**config.mk**
```make
export PLATFORM = sky130hd
export DESIGN_NAME = dual_event_counter
export DESIGN_NICKNAME = d
export VERILOG_FILES = /design/src/rtl/evc_pkg.sv /design/src/rtl/evc_filter.sv /design/src/rtl/evc_core.sv /design/src/rtl/dual_event_counter.sv
export SDC_FILE = /design/constraint.sdc
export NUM_CORES = 1
export LEC_CHECK = 0
export ABC_AREA = 1
export BUFFER_PORTS_ARGS = -buffer_cell sky130_fd_sc_hd__buf_2
export CAP_MARGIN = 15
export CORE_UTILIZATION = 55
export CTS_BUF_LIST = sky130_fd_sc_hd__clkbuf_8
export DETAILED_ROUTE_END_ITERATION = 8
export PLACE_DENSITY = 0.8
export SYNTH_ARGS = -nofsm -noshare
export SYNTH_HDL_FRONTEND = slang
export SYNTH_HIERARCHICAL = 1
export SYNTH_SLANG_ARGS = --single-unit
```
**constraint.sdc**
```tcl
create_clock -name clk -period 2.75 [get_ports clk]
set_clock_uncertainty 0.15 [all_clocks]
set_input_delay 0.55 -clock clk [delete_from_list [all_inputs] [get_ports clk]]
set_output_delay 0.55 -clock clk [all_outputs]
set_load 0.02 [all_outputs]
```
**src/rtl/evc_pkg.sv**
```systemverilog
package evc_pkg;

    typedef enum logic [2:0] {
        PM_ACTIVE  = 3'd0,
        PM_SLEEP   = 3'd1,
        PM_WATCH   = 3'd2,
        PM_SUBACT  = 3'd3,
        PM_SUBSLP  = 3'd4,
        PM_STANDBY = 3'd5,
        PM_MODSTBY = 3'd6,
        PM_RSVD    = 3'd7
    } pmode_e;

    typedef struct packed {
        logic run;       // events may move counters
        logic flag_upd;  // overflow flags may be set
        logic ctl_wr;    // control byte accepts writes
    } mode_cfg_t;

    typedef struct packed {
        logic ovf_hi;
        logic ovf_lo;
        logic en_hi;
        logic en_lo;
        logic chain;
    } ctl_t;

    localparam logic [1:0] ADDR_CTL = 2'd0;
    localparam logic [1:0] ADDR_LO  = 2'd1;
    localparam logic [1:0] ADDR_HI  = 2'd2;

    localparam int BIT_CHAIN  = 0;
    localparam int BIT_EN_LO  = 1;
    localparam int BIT_EN_HI  = 2;
    localparam int BIT_OVF_LO = 6;
    localparam int BIT_OVF_HI = 7;

    function automatic mode_cfg_t decode_mode(input pmode_e pm);
        mode_cfg_t c;
        case (pm)
            PM_WATCH, PM_SUBSLP, PM_STANDBY: c = '{run: 1'b1, flag_upd: 1'b0, ctl_wr: 1'b0};
            PM_MODSTBY:                      c = '{run: 1'b0, flag_upd: 1'b1, ctl_wr: 1'b1};
            default:                         c = '{run: 1'b1, flag_upd: 1'b1, ctl_wr: 1'b1};
        endcase
        return c;
    endfunction

endpackage

```
**src/rtl/evc_filter.sv**
```systemverilog
module evc_filter #(
    parameter int MIN_PULSE = 4
) (
    input  logic clk,
    input  logic rst,
    input  logic din,
    output logic rise
);
    localparam int SW = $clog2(MIN_PULSE + 1);

    logic [1:0]    sync_q;
    logic          level_q;
    logic [SW-1:0] stab_q;

    always_ff @(posedge clk) begin
        if (rst) begin
            sync_q  <= '0;
            level_q <= 1'b0;
            stab_q  <= '0;
            rise    <= 1'b0;
        end else begin
            sync_q <= {sync_q[0], din};
            rise   <= 1'b0;
            if (sync_q[1] == level_q) begin
                stab_q <= '0;
            end else if (stab_q == SW'(MIN_PULSE - 1)) begin
                level_q <= sync_q[1];
                stab_q  <= '0;
                rise    <= sync_q[1];
            end else begin
                stab_q <= stab_q + 1'b1;
            end
        end
    end

    AST_SINGLE_RISE: assert property (@(posedge clk) disable iff (rst)
        rise |=> !rise);

endmodule

```
**src/rtl/evc_core.sv**
```systemverilog
module evc_core #(
    parameter int CW = 8
) (
    input  logic          clk,
    input  logic          rst,
    input  logic          chain,
    input  logic          en_lo,
    input  logic          en_hi,
    input  logic          run,
    input  logic          ev_lo,
    input  logic          ev_hi,
    input  logic          lo_we,
    input  logic          hi_we,
    input  logic [CW-1:0] wdata,
    output logic [CW-1:0] cnt_lo,
    output logic [CW-1:0] cnt_hi,
    output logic          wrap_lo,
    output logic          wrap_hi
);
    localparam logic [CW-1:0] CMAX = '1;

    logic inc_lo;
    logic inc_hi;

    always_comb begin
        inc_lo  = run && en_lo && ev_lo;
        wrap_lo = inc_lo && (cnt_lo == CMAX) && !lo_we;
        inc_hi  = chain ? wrap_lo : (run && en_hi && ev_hi);
        wrap_hi = inc_hi && (cnt_hi == CMAX) && !hi_we;
    end

    always_ff @(posedge clk) begin
        if (rst) begin
            cnt_lo <= '0;
            cnt_hi <= '0;
        end else begin
            if (lo_we)       cnt_lo <= wdata;
            else if (inc_lo) cnt_lo <= cnt_lo + 1'b1;
            if (hi_we)       cnt_hi <= wdata;
            else if (inc_hi) cnt_hi <= cnt_hi + 1'b1;
        end
    end

    AST_HALT_HOLD: assert property (@(posedge clk) disable iff (rst)
        (!run && !lo_we && !hi_we) |=> ($stable(cnt_lo) && $stable(cnt_hi)));

    AST_CHAIN_CARRY: assert property (@(posedge clk) disable iff (rst)
        (chain && !hi_we && (cnt_lo != CMAX)) |=> $stable(cnt_hi));

    AST_STEP_ONE: assert property (@(posedge clk) disable iff (rst)
        !lo_we |=> (cnt_lo == $past(cnt_lo) || cnt_lo == $past(cnt_lo) + 1'b1));

endmodule

```
**src/rtl/dual_event_counter.sv**
```systemverilog
module dual_event_counter
    import evc_pkg::*;
#(
    parameter int CW        = 8,
    parameter int MIN_PULSE = 4
) (
    input  logic          clk,
    input  logic          rst,
    input  logic [2:0]    pmode,
    input  logic          ev_lo_in,
    input  logic          ev_hi_in,
    input  logic [1:0]    bus_addr,
    input  logic          bus_we,
    input  logic [CW-1:0] bus_wdata,
    output logic [CW-1:0] bus_rdata
);
    mode_cfg_t     cfg;
    ctl_t          ctl_q;
    logic          ev_lo, ev_hi;
    logic          wrap_lo, wrap_hi;
    logic [CW-1:0] cnt_lo, cnt_hi;
    logic          ctl_we, lo_we, hi_we;

    always_comb begin
        cfg    = decode_mode(pmode_e'(pmode));
        ctl_we = bus_we && (bus_addr == ADDR_CTL) && cfg.ctl_wr;
        lo_we  = bus_we && (bus_addr == ADDR_LO);
        hi_we  = bus_we && (bus_addr == ADDR_HI);
    end

    evc_filter #(.MIN_PULSE(MIN_PULSE)) u_flt_lo (
        .clk(clk), .rst(rst), .din(ev_lo_in), .rise(ev_lo)
    );

    evc_filter #(.MIN_PULSE(MIN_PULSE)) u_flt_hi (
        .clk(clk), .rst(rst), .din(ev_hi_in), .rise(ev_hi)
    );

    evc_core #(.CW(CW)) u_core (
        .clk(clk), .rst(rst),
        .chain(ctl_q.chain), .en_lo(ctl_q.en_lo), .en_hi(ctl_q.en_hi),
        .run(cfg.run), .ev_lo(ev_lo), .ev_hi(ev_hi),
        .lo_we(lo_we), .hi_we(hi_we), .wdata(bus_wdata),
        .cnt_lo(cnt_lo), .cnt_hi(cnt_hi),
        .wrap_lo(wrap_lo), .wrap_hi(wrap_hi)
    );

    always_ff @(posedge clk) begin
        if (rst) begin
            ctl_q <= '0;
        end else begin
            if (ctl_we) begin
                ctl_q.chain  <= bus_wdata[BIT_CHAIN];
                ctl_q.en_lo  <= bus_wdata[BIT_EN_LO];
                ctl_q.en_hi  <= bus_wdata[BIT_EN_HI];
                ctl_q.ovf_lo <= ctl_q.ovf_lo && bus_wdata[BIT_OVF_LO];
                ctl_q.ovf_hi <= ctl_q.ovf_hi && bus_wdata[BIT_OVF_HI];
            end
            if (cfg.flag_upd && wrap_lo) ctl_q.ovf_lo <= 1'b1;
            if (cfg.flag_upd && wrap_hi) ctl_q.ovf_hi <= 1'b1;
        end
    end

    always_comb begin
        bus_rdata = '0;
        case (bus_addr)
            ADDR_CTL: begin
                bus_rdata[BIT_CHAIN]  = ctl_q.chain;
                bus_rdata[BIT_EN_LO]  = ctl_q.en_lo;
                bus_rdata[BIT_EN_HI]  = ctl_q.en_hi;
                bus_rdata[BIT_OVF_LO] = ctl_q.ovf_lo;
                bus_rdata[BIT_OVF_HI] = ctl_q.ovf_hi;
            end
            ADDR_LO: bus_rdata = cnt_lo;
            ADDR_HI: bus_rdata = cnt_hi;
            default: bus_rdata = '0;
        endcase
    end

    AST_CTL_FROZEN: assert property (@(posedge clk) disable iff (rst)
        !cfg.ctl_wr |=> $stable(ctl_q));

    AST_NO_FLAG_SET: assert property (@(posedge clk) disable iff (rst)
        !cfg.flag_upd |=> (!$rose(ctl_q.ovf_lo) && !$rose(ctl_q.ovf_hi)));

    AST_W1_KEEP: assert property (@(posedge clk) disable iff (rst)
        (ctl_q.ovf_hi && bus_we && bus_addr == ADDR_CTL && bus_wdata[BIT_OVF_HI]) |=> ctl_q.ovf_hi);

    AST_FLAG_NEEDS_WRAP: assert property (@(posedge clk) disable iff (rst)
        (!wrap_lo && !ctl_q.ovf_lo) |=> !ctl_q.ovf_lo);

endmodule

```
Word-level counts from Yosys, hierarchy flattened
Cells that the tools add are included.

storage, ports and cells
  output and inout bits = 8
  bits in registers = 35
  logic and storage cells = 77

cells by class
  eq/ne operators = 12
  muxes and demuxes = 12
  add/sub/neg operators = 4
  bitwise gates (word level) = 4
  reductions and logical operators = 30

operators with widths
  kind                                                                   count
  8-bit two-way mux                                                      4
  8-bit by 1-bit adder with 8-bit output, second input constant          2
  8-bit equality test, second input constant                             2
  1-bit logical AND                                                      16
  3-bit OR reduction                                                     5
  3-bit case mux with 2 select lines                                     2
  3-bit by 2-bit equality test with 1-bit output, second input constant  3
  3-bit equality test, second input constant                             3
  3-bit case mux with 3 select lines                                     1
  2-bit nonzero test                                                     4
  3-bit by 1-bit adder with 3-bit output, second input constant          2
  2-bit case mux with 3 select lines                                     1
  5-bit two-way mux                                                      1
  1-bit inverter                                                         4
  2-bit AND reduction                                                    2
  1-bit two-way mux                                                      3
  1-bit equality test                                                    2
  2-bit by 1-bit equality test with 1-bit output, second input constant  1
  2-bit equality test, second input constant                             1
  1-bit zero test                                                        2
  2-bit zero test                                                        1

Longest topological paths before layout
Gate-level depths: netlist of the first run.

  depth after elaboration = 12
  mapped depth = 13
  gate-level depth less buffers = 11

Hierarchy
Netlist of the first run, hierarchy kept.

by module, submodules not included
  module              cells each  area each (um^2)  seq. area each (um^2)  instances
  evc_core            164         1059.8            320.3                  1
  dual_event_counter  102         540.5             100.1                  1
  evc_filter          29          251.5             140.1                  2

Least setup slack after synthesis of the first run
Ideal clock, no wire load.

  kind = in2reg
  start point = in bus_addr[1]
  end point = reg ctl_q[4] in the netlist's numbering
  data arrival time = 1.881 ns
  stages on the path = 11
  setup time = 0.070 ns
  buffers on the path = 2
  path slack = 0.649 ns
  cell sequence = inv_1 > ha_1 > buf_2 > nand2_1 > inv_1 > buf_6 > nor2_1 > nand4_4 > a211oi_1 > nand2_1 > a21oi_1

between the ends
  word-level cells in the longest chain between the ends = 9
  elaborated cells on any way between the ends = 16

ends and longest elaborated chain
  what                                                     line                      source
  start: declaration                                       dual_event_counter.sv:12  input logic [1:0] bus_addr,
  2-bit by 1-bit equality test with 1-bit output (*)       dual_event_counter.sv:27  lo_we = bus_we && (bus_addr == ADDR_LO);
  1-bit logical AND (*)                                    dual_event_counter.sv:27
  via lo_we                                                dual_event_counter.sv:22  logic ctl_we, lo_we, hi_we;
  1-bit zero test (*)                                      evc_core.sv:27            wrap_lo = inc_lo && (cnt_lo == CMAX) && !lo_we;
  1-bit logical AND (*)                                    evc_core.sv:27
  1-bit two-way mux (*)                                    evc_core.sv:28            inc_hi = chain ? wrap_lo : (run && en_hi && ev_hi);
  1-bit logical AND (*) (2 in series)                      evc_core.sv:29            wrap_hi = inc_hi && (cnt_hi == CMAX) && !hi_we;
  via wrap_hi                                              dual_event_counter.sv:20  logic wrap_lo, wrap_hi;
  1-bit logical AND (*)                                    dual_event_counter.sv:60  if (cfg.flag_upd && wrap_hi) ctl_q.ovf_hi <= 1'b1;
  1-bit two-way mux or 2-bit nonzero test (tied branches)  --
  end: declaration                                         dual_event_counter.sv:18  ctl_t ctl_q;

The timed path passes the listed nets; every way through them passes the cells marked *.
A chain may end at the register's enable or synchronous reset.

Worst setup path after layout of the first run
  start point = in bus_addr[1]
  end point = out bus_rdata[7]

between the ends
  word-level cells in the longest chain between the ends = 2
  elaborated cells on any way between the ends = 4

ends and longest elaborated chain
  what                                               line                      source
  2-bit equality test, or another cell as far along  dual_event_counter.sv:66  case (bus_addr)
  2-bit case mux with 3 select lines (*)             dual_event_counter.sv:66
  end: declaration                                   dual_event_counter.sv:15  output logic [CW-1:0] bus_rdata

Every way passes the cells marked *; elsewhere a longest branch is shown, timed or not.

==> results of run 1 <==
## registers in the layout, indices dropped and copies added, names as in the netlist
| signal | count |
|---|---|
| u_core/cnt_hi | 8 |
| u_flt_lo/sync_q | 2 |
| u_flt_hi/rise | 1 |
| ctl_q | 5 |
| u_flt_hi/level_q | 1 |
| u_flt_hi/stab_q | 3 |
| u_flt_lo/stab_q | 3 |
| u_flt_lo/level_q | 1 |
| u_flt_lo/rise | 1 |
| u_core/cnt_lo | 8 |
| u_flt_hi/sync_q | 2 |
## worst min-delay path: cells and delay by family (launching register included)
kind	cells	cell delay (ps)
AND/OR/NAND/NOR	1	30
buffers and inverters	1	40
flip-flops	1	300
## power by group through the flow
stage / Clock, mW / Combinational, mW / Sequential, mW
final: 0.351 / 0.108 / 0.532
after detailed placement: 0 / 0.107 / 0.543
after floorplan: 0 / 0.0716 / 0.540
after CTS: 0.357 / 0.107 / 0.532
after global placement: 0 / 0.105 / 0.543
after global routing: 0.386 / 0.123 / 0.533
## cells by family (layout without fill, tap and decap cells)
kind of cell,after synthesis,after routing,share of synthesized area
XOR/XNOR,3,3,0.0125
AND/OR/NAND/NOR,181,181,0.388
buffers and inverters,62,90,0.116
multiplexers,1,1,0.00476
flip-flops,35,35,0.333
adder cells (fa/ha/maj),10,10,0.0595
AO/OA/AOI/OAI,32,32,0.0863
## final cells by class
type                            instances  share of cell area
Multi-Input combinational cell        227               0.494
Inverter                               56              0.0897
Clock inverter                          3             0.00534
Sequential cell                        35               0.299
Clock buffer                            5              0.0294
Timing Repair Buffer                   26              0.0566
Tap cell                               48              0.0256
## metal layers
metal / global-route usage / vias up / part of all wire
met5: 0 / - / 0
li1: - / 1068 / -
met4: 0.0994 / 0 / 0.011
met3: 0.0536 / 6 / 0.073
met2: 0.399 / 83 / 0.46
met1: 0.336 / 906 / 0.46
## per-stage QoR
| step | area [um^2] | cells |
|---|---|---|
| floorplan | 2100 | 324 |
| global placement | 2260 | 392 |
| detailed placement | 2260 | 392 |
| CTS | 2340 | 400 |
| global route | 2340 | 400 |
| finish | 2340 | 400 |
## how the worst max path moves through the flow
stage / startpoint / end / slack (ps) / cells after the start
3_5_place_dp: bus_addr[1] / ctl_q[4]$_SDFFE_PP0P_ / 390 / 10
3_3_place_gp: bus_addr[1] / ctl_q[4]$_SDFFE_PP0P_ / 480 / 10
2_1_floorplan: bus_addr[1] / ctl_q[4]$_SDFFE_PP0P_ / 650 / 11
6_report: bus_addr[1] / bus_rdata[7] / 520 / 8
5_1_grt: bus_addr[1] / bus_rdata[7] / 400 / 8
4_1_cts: bus_addr[1] / bus_rdata[7] / 520 / 8
## placed cells by master, fill, tap and decap left out
cell      instances
nand2_1         102
a211oi_1          1
nand4_1          11
a31oi_1           4
o21ai_0           7
o21ai_4           1
inv_2             5
nand3_1          23
nor2_4            1
o21bai_1          1
or2_2             1
inv_1            53
clkinv_2          1
ha_1             10
mux2i_1           1
nor2_2            2
nand2_2           4
nand3_4           1
xor2_1            2
nand3_2           3
buf_4             1
a21oi_1          18
clkbuf_8          5
nor4b_1           1
nand4_4           1
dfxtp_1          35
xnor2_1           1
buf_2            25
nor2_1           31
==> flow_summary_export.csv, run 1 <==
group,metric,value,unit
setup_path,cp_num_buf_inv,4,
timing,maxSlewHeadroom,0.664,
logic_synthesis,yosysWarnings,6,
setup_path,worst_r2r_path_depth,7,
floorplan,fp.coreArea,3660,um^2
logic_synthesis,mappedNetlistArea,2100,um^2
timing,whs,255,ps
setup_path,r2r-end,"ctl_q[4]$_SDFFE_PP0P_",
pwr,power_frac_seq,0.537,
route,vias,2063,
pwr,pwr-share-comb,0.109,
final_layout,diodes,0,
final_layout,num-fill-cells,334,
floorplan,ios,26,
timing,finalSetupViolations,0,
timing,finalHoldViolations,0,
final_layout,ff_latch_area,701,um^2
timing,finalWorstSetupSlack,517,ps
setup_path,required,2050,ps
setup_path,cp_slowest_cell,"ha_1",
global_routing,overflow,0,
logic_synthesis,synth-edff-count,0,
outcome,status,"completed",
clock_tree,cts_buffers,5,
timing,min_period,2230,ps
setup_path,cp.arrival,1530,ps
hold_path,min_to,"u_flt_lo/sync_q[1]$_SDFF_PP0_",
pwr,switching_share,0.266,
setup_path,cp_max_fo,9,
placed_design,hpwl,3550,um
setup_path,start_kind,"input pin",
final_layout,layout-drive-gt1-share,0.145,
global_routing,grt_pass1_wl,8000,um
global_routing,grt.total_usage,0.253,
logic_synthesis,netlist_top_cells_area,"dfxtp_1 33%, nand2_1 18%, inv_1 9.1%",
logic_synthesis,seq_area_frac_synth,0.333,
logic_synthesis,syn_inst,324,
floorplan,start_util,0.575,
route,drc,0,
logic_synthesis,ys_async_sr_fraction,0,
placed_design,gp_congestion,0.915,
floorplan,die_width,63.8,um
job,cap_viol_max_count,0,
clock_tree,path_clk_slew,60,ps
clock_tree,post-cts-setup-buffer-count,0,
route,avgRoutedWirePerCell,11.8,um
logic_synthesis,synth_nets,352,
pwr,p_total,991,uW
global_routing,grt_max_degree,25,
setup_path,r2r_start,"u_core/cnt_lo[0]$_SDFFE_PP0P_",
placed_design,place_ws,395,ps
clock_tree,cts_max_level,2,
route,viasPerCell,5.16,
route,firstDrtPassIters,4,
timing,tightest_slew,502,ps
route,ant_nets,0,
setup_path,r2r_slack,940,ps
hold_path,hold_depth,2,
clock_tree,cts_tree,"yes",
pwr,power.share.clock,0.354,
clock_tree,ctsHoldBuffers,0,
pwr,internal-power,727,uW
clock_tree,cts_buffer_depth,2,
logic_synthesis,synth_commonest_cells,"102 x nand2_1, 51 x inv_1, 35 x dfxtp_1, 31 x nor2_1, 23 x nand3_1",
timing,drv_slew,0,
pwr,pwr_density_cell,423,nW/um^2
clock_tree,numClockSinks,35,
global_routing,antenna_found_initial,0,
timing,rsz0062_at_grt,"no",
clock_tree,cts_resized,0,
floorplan,rows,22,
logic_synthesis,ys_ff_latch,35,
logic_synthesis,syn-mean-instance-area,6.49,um^2
logic_synthesis,ys_types,28,
final_layout,finalNetCount,379,
setup_path,cpPeakStageDelay,320,ps
floorplan,die_h,63.8,um
final_layout,multi_input_area,1160,um^2
setup_path,path_class,"in -> out",
timing,period_share,0.812,
floorplan,die-area,4080,um^2
setup_path,cp_top_family,"buffers and inverters",
placed_design,portBuffers,25,
final_layout,area_delta_synth_final,11.4,%
hold_path,hold_class,"reg -> reg",
hold_path,hp-start,"u_flt_lo/sync_q[0]$_SDFF_PP0_",
global_routing,grt_pass1_vias,1816,
logic_synthesis,netlist.area_leader.share,0.333,
logic_synthesis,ys.flop_type,"dfxtp_1",
timing,tns,0,ps
logic_synthesis,synth.most_common_cell,"nand2_1",
pwr,peakVddDrop,306,uV
clock_tree,root_buffer,"clkbuf_8",
final_layout,post-route-util,0.640,
logic_synthesis,synth_largest_area_cell,"dfxtp_1",
setup_path,end_kind,"output pin",
pwr,p_leak,1.17,nW
route,wl,4730,um
clock_tree,clk_latency,290,ps
route,first_iter_violations,114,
timing,fmax,448,MHz
pwr,p_switching,263,uW
setup_path,crit_chain,"buf_2 > inv_1 > ha_1 > nand2_1 > nand3_1 > nand2_1 > inv_1 > buf_2",
Note: power is estimated with default switching activity, not from simulation.
==> inputs of run 2 (changes only) <==
--- a/config.mk
+++ b/config.mk
@@ -8,10 +8,10 @@
 export ABC_AREA = 1
 export BUFFER_PORTS_ARGS = -buffer_cell sky130_fd_sc_hd__buf_2
 export CAP_MARGIN = 15
-export CORE_UTILIZATION = 55
+export CORE_UTILIZATION = 54
 export CTS_BUF_LIST = sky130_fd_sc_hd__clkbuf_8
 export DETAILED_ROUTE_END_ITERATION = 8
-export PLACE_DENSITY = 0.8
+export PLACE_DENSITY = 0.82
 export SYNTH_ARGS = -nofsm -noshare
 export SYNTH_HDL_FRONTEND = slang
 export SYNTH_HIERARCHICAL = 1
==> constraint.sdc (replaced) <==
create_clock -name clk -period 1.9 [get_ports clk]
set_clock_uncertainty 0.15 [all_clocks]
set_input_delay 0.38 -clock clk [delete_from_list [all_inputs] [get_ports clk]]
set_output_delay 0.38 -clock clk [all_outputs]
set_load 0.02 [all_outputs]
==> run 2 against run 1 <==
  * Total power grew 48%
  * Final area grew 3.7%
  * Sequential power grew 45%
  * Routed wire length grew 4.9%
  * Final cell count grew 1.8%
  * Global-route usage grew 1.6 points
  * Die area grew 1.8%
  * Via count grew 3.7%
  * Sequential share of layout area shrank 1.0 points
  * Highest routed layer unchanged
==> flow_summary_export.csv, run 2 (synthesis results as in run 1) <==
group,metric,value,unit
global_routing,grt-busiest-layer,"met2",
global_routing,overflow,0,
global_routing,grt.total_usage,0.269,
timing,drv_slew,0,
timing,maxSlewHeadroom,0.672,
pwr,pwr_density_cell,603,nW/um^2
final_layout,layout-drive-gt1-share,0.187,
floorplan,rows,22,
clock_tree,path_clk_slew,70,ps
placed_design,place_ws,12.0,ps
timing,min_period,1810,ps
final_layout,area_delta_synth_final,15.6,%
timing,period_share,0.953,
placed_design,dpl_cell_area,2330,um^2
setup_path,cp.arrival,1280,ps
clock_tree,cts_tree,"yes",
final_layout,finalNetCount,386,
global_routing,grt.met3_usage,0.0546,
final_layout,reg.largest.list,"u_core/cnt_hi: 8 flops, u_core/cnt_lo: 8 flops, ctl_q: 5 flops",
clock_tree,numClockSinks,35,
route,first_iter_violations,235,
clock_tree,cts_resized,0,
route,wl,4960,um
timing,fmax,552,MHz
clock_tree,clk_latency,290,ps
timing,finalHoldViolations,0,
timing,tightest_slew,492,ps
clock_tree,root_buffer,"clkbuf_8",
setup_path,path_class,"in -> out",
placed_design,placed_cells,401,
final_layout,final_common_cell,"nand2_1",
floorplan,fp.coreArea,3690,um^2
route,viasPerCell,5.26,
placed_design,hpwl,3700,um
final_layout,final_design_area_no_fill,2430,um^2
floorplan,die-area,4150,um^2
setup_path,end_kind,"output pin",
global_routing,antenna_found_initial,0,
timing,whs,140,ps
global_routing,grt_pass1_wl,8550,um
final_layout,post-route-util,0.659,
timing,tns,0,ps
pwr,p_total,1.47,mW
global_routing,grt_pass1_vias,1952,
global_routing,grt_max_degree,25,
floorplan,ios,26,
route,avgRoutedWirePerCell,12.2,um
job,cap_viol_max_count,0,
outcome,status,"completed",
route,drc,0,
route,ant_nets,0,
hold_path,hold_class,"in -> reg",
clock_tree,cts_buffer_depth,2,
clock_tree,cts_buffers,5,
pwr,peakVddDrop,549,uV
final_layout,diodes,0,
route,firstDrtPassIters,7,
pwr,p_leak,1.19,nW
clock_tree,cts_max_level,2,
placed_design,gp_congestion,0.881,
final_layout,layout_common_cells,"102 x nand2_1, 50 x inv_1, 34 x dfxtp_1, 30 x nor2_1",
placed_design,portBuffers,25,
setup_path,required,1370,ps
timing,rsz0062_at_grt,"no",
final_layout,final_cells,407,
floorplan,die_h,64.4,um
timing,finalSetupViolations,0,
global_routing,use_met2,0.450,
timing,finalWorstSetupSlack,88.9,ps
floorplan,start_util,0.570,
clock_tree,post-cts-setup-buffer-count,0,
route,vias,2140,
clock_tree,ctsHoldBuffers,0,
global_routing,gr-usage-met1,0.329,
setup_path,start_kind,"input pin",
setup_path,cp_max_fo,9,
floorplan,die_width,64.4,um
==> run 2: layout make-up <==
type | count | area, um^2
fillers | 337 | 1260
multi-input cells | 227 | 1180
flip-flops and latches | 35 | 702
inverters | 56 | 210
repair buffers | 33 | 190
clock buffers | 5 | 68.8
well taps | 48 | 60.1
clock inverters | 3 | 16.3
==> run 2: path summary, 6_finish.rpt <==
kind	start	end	slack (ps)	depth (start not counted)
worst max-delay path	bus_addr[1]	bus_rdata[1]	90	8
worst min-delay path	ev_hi_in	u_flt_hi/sync_q[0]$_SDFF_PP0_	140	3
worst max register to register	u_core/cnt_hi[1]$_SDFFE_PP0P_	ctl_q[4]$_SDFFE_PP0P_	190	7
worst min register to register	u_flt_lo/sync_q[0]$_SDFF_PP0_	u_flt_lo/sync_q[1]$_SDFF_PP0_	250	2
==> run 2: routing by layer <==
layer / share of wire / wire length [um]
met5: 0 / 0
met4: 0.027 / 133
met3: 0.060 / 295
met2: 0.47 / 2310
met1: 0.45 / 2220
==> run 2: power by group <==
| part | internal (mW) | switching (mW) | leakage (nW) |
|---|---|---|---|
| logic | 0.0634 | 0.107 | 0.859 |
| registers | 0.751 | 0.0189 | 0.285 |
| clock network | 0.251 | 0.274 | 0.0453 |
==> run 2: critical path: stages <==
cell and delay (ps):
buf_2 130, inv_2 70, ha_2 260, nand2_1 90, nand3_1 100, nand2_1 50, inv_1 60, buf_4 130
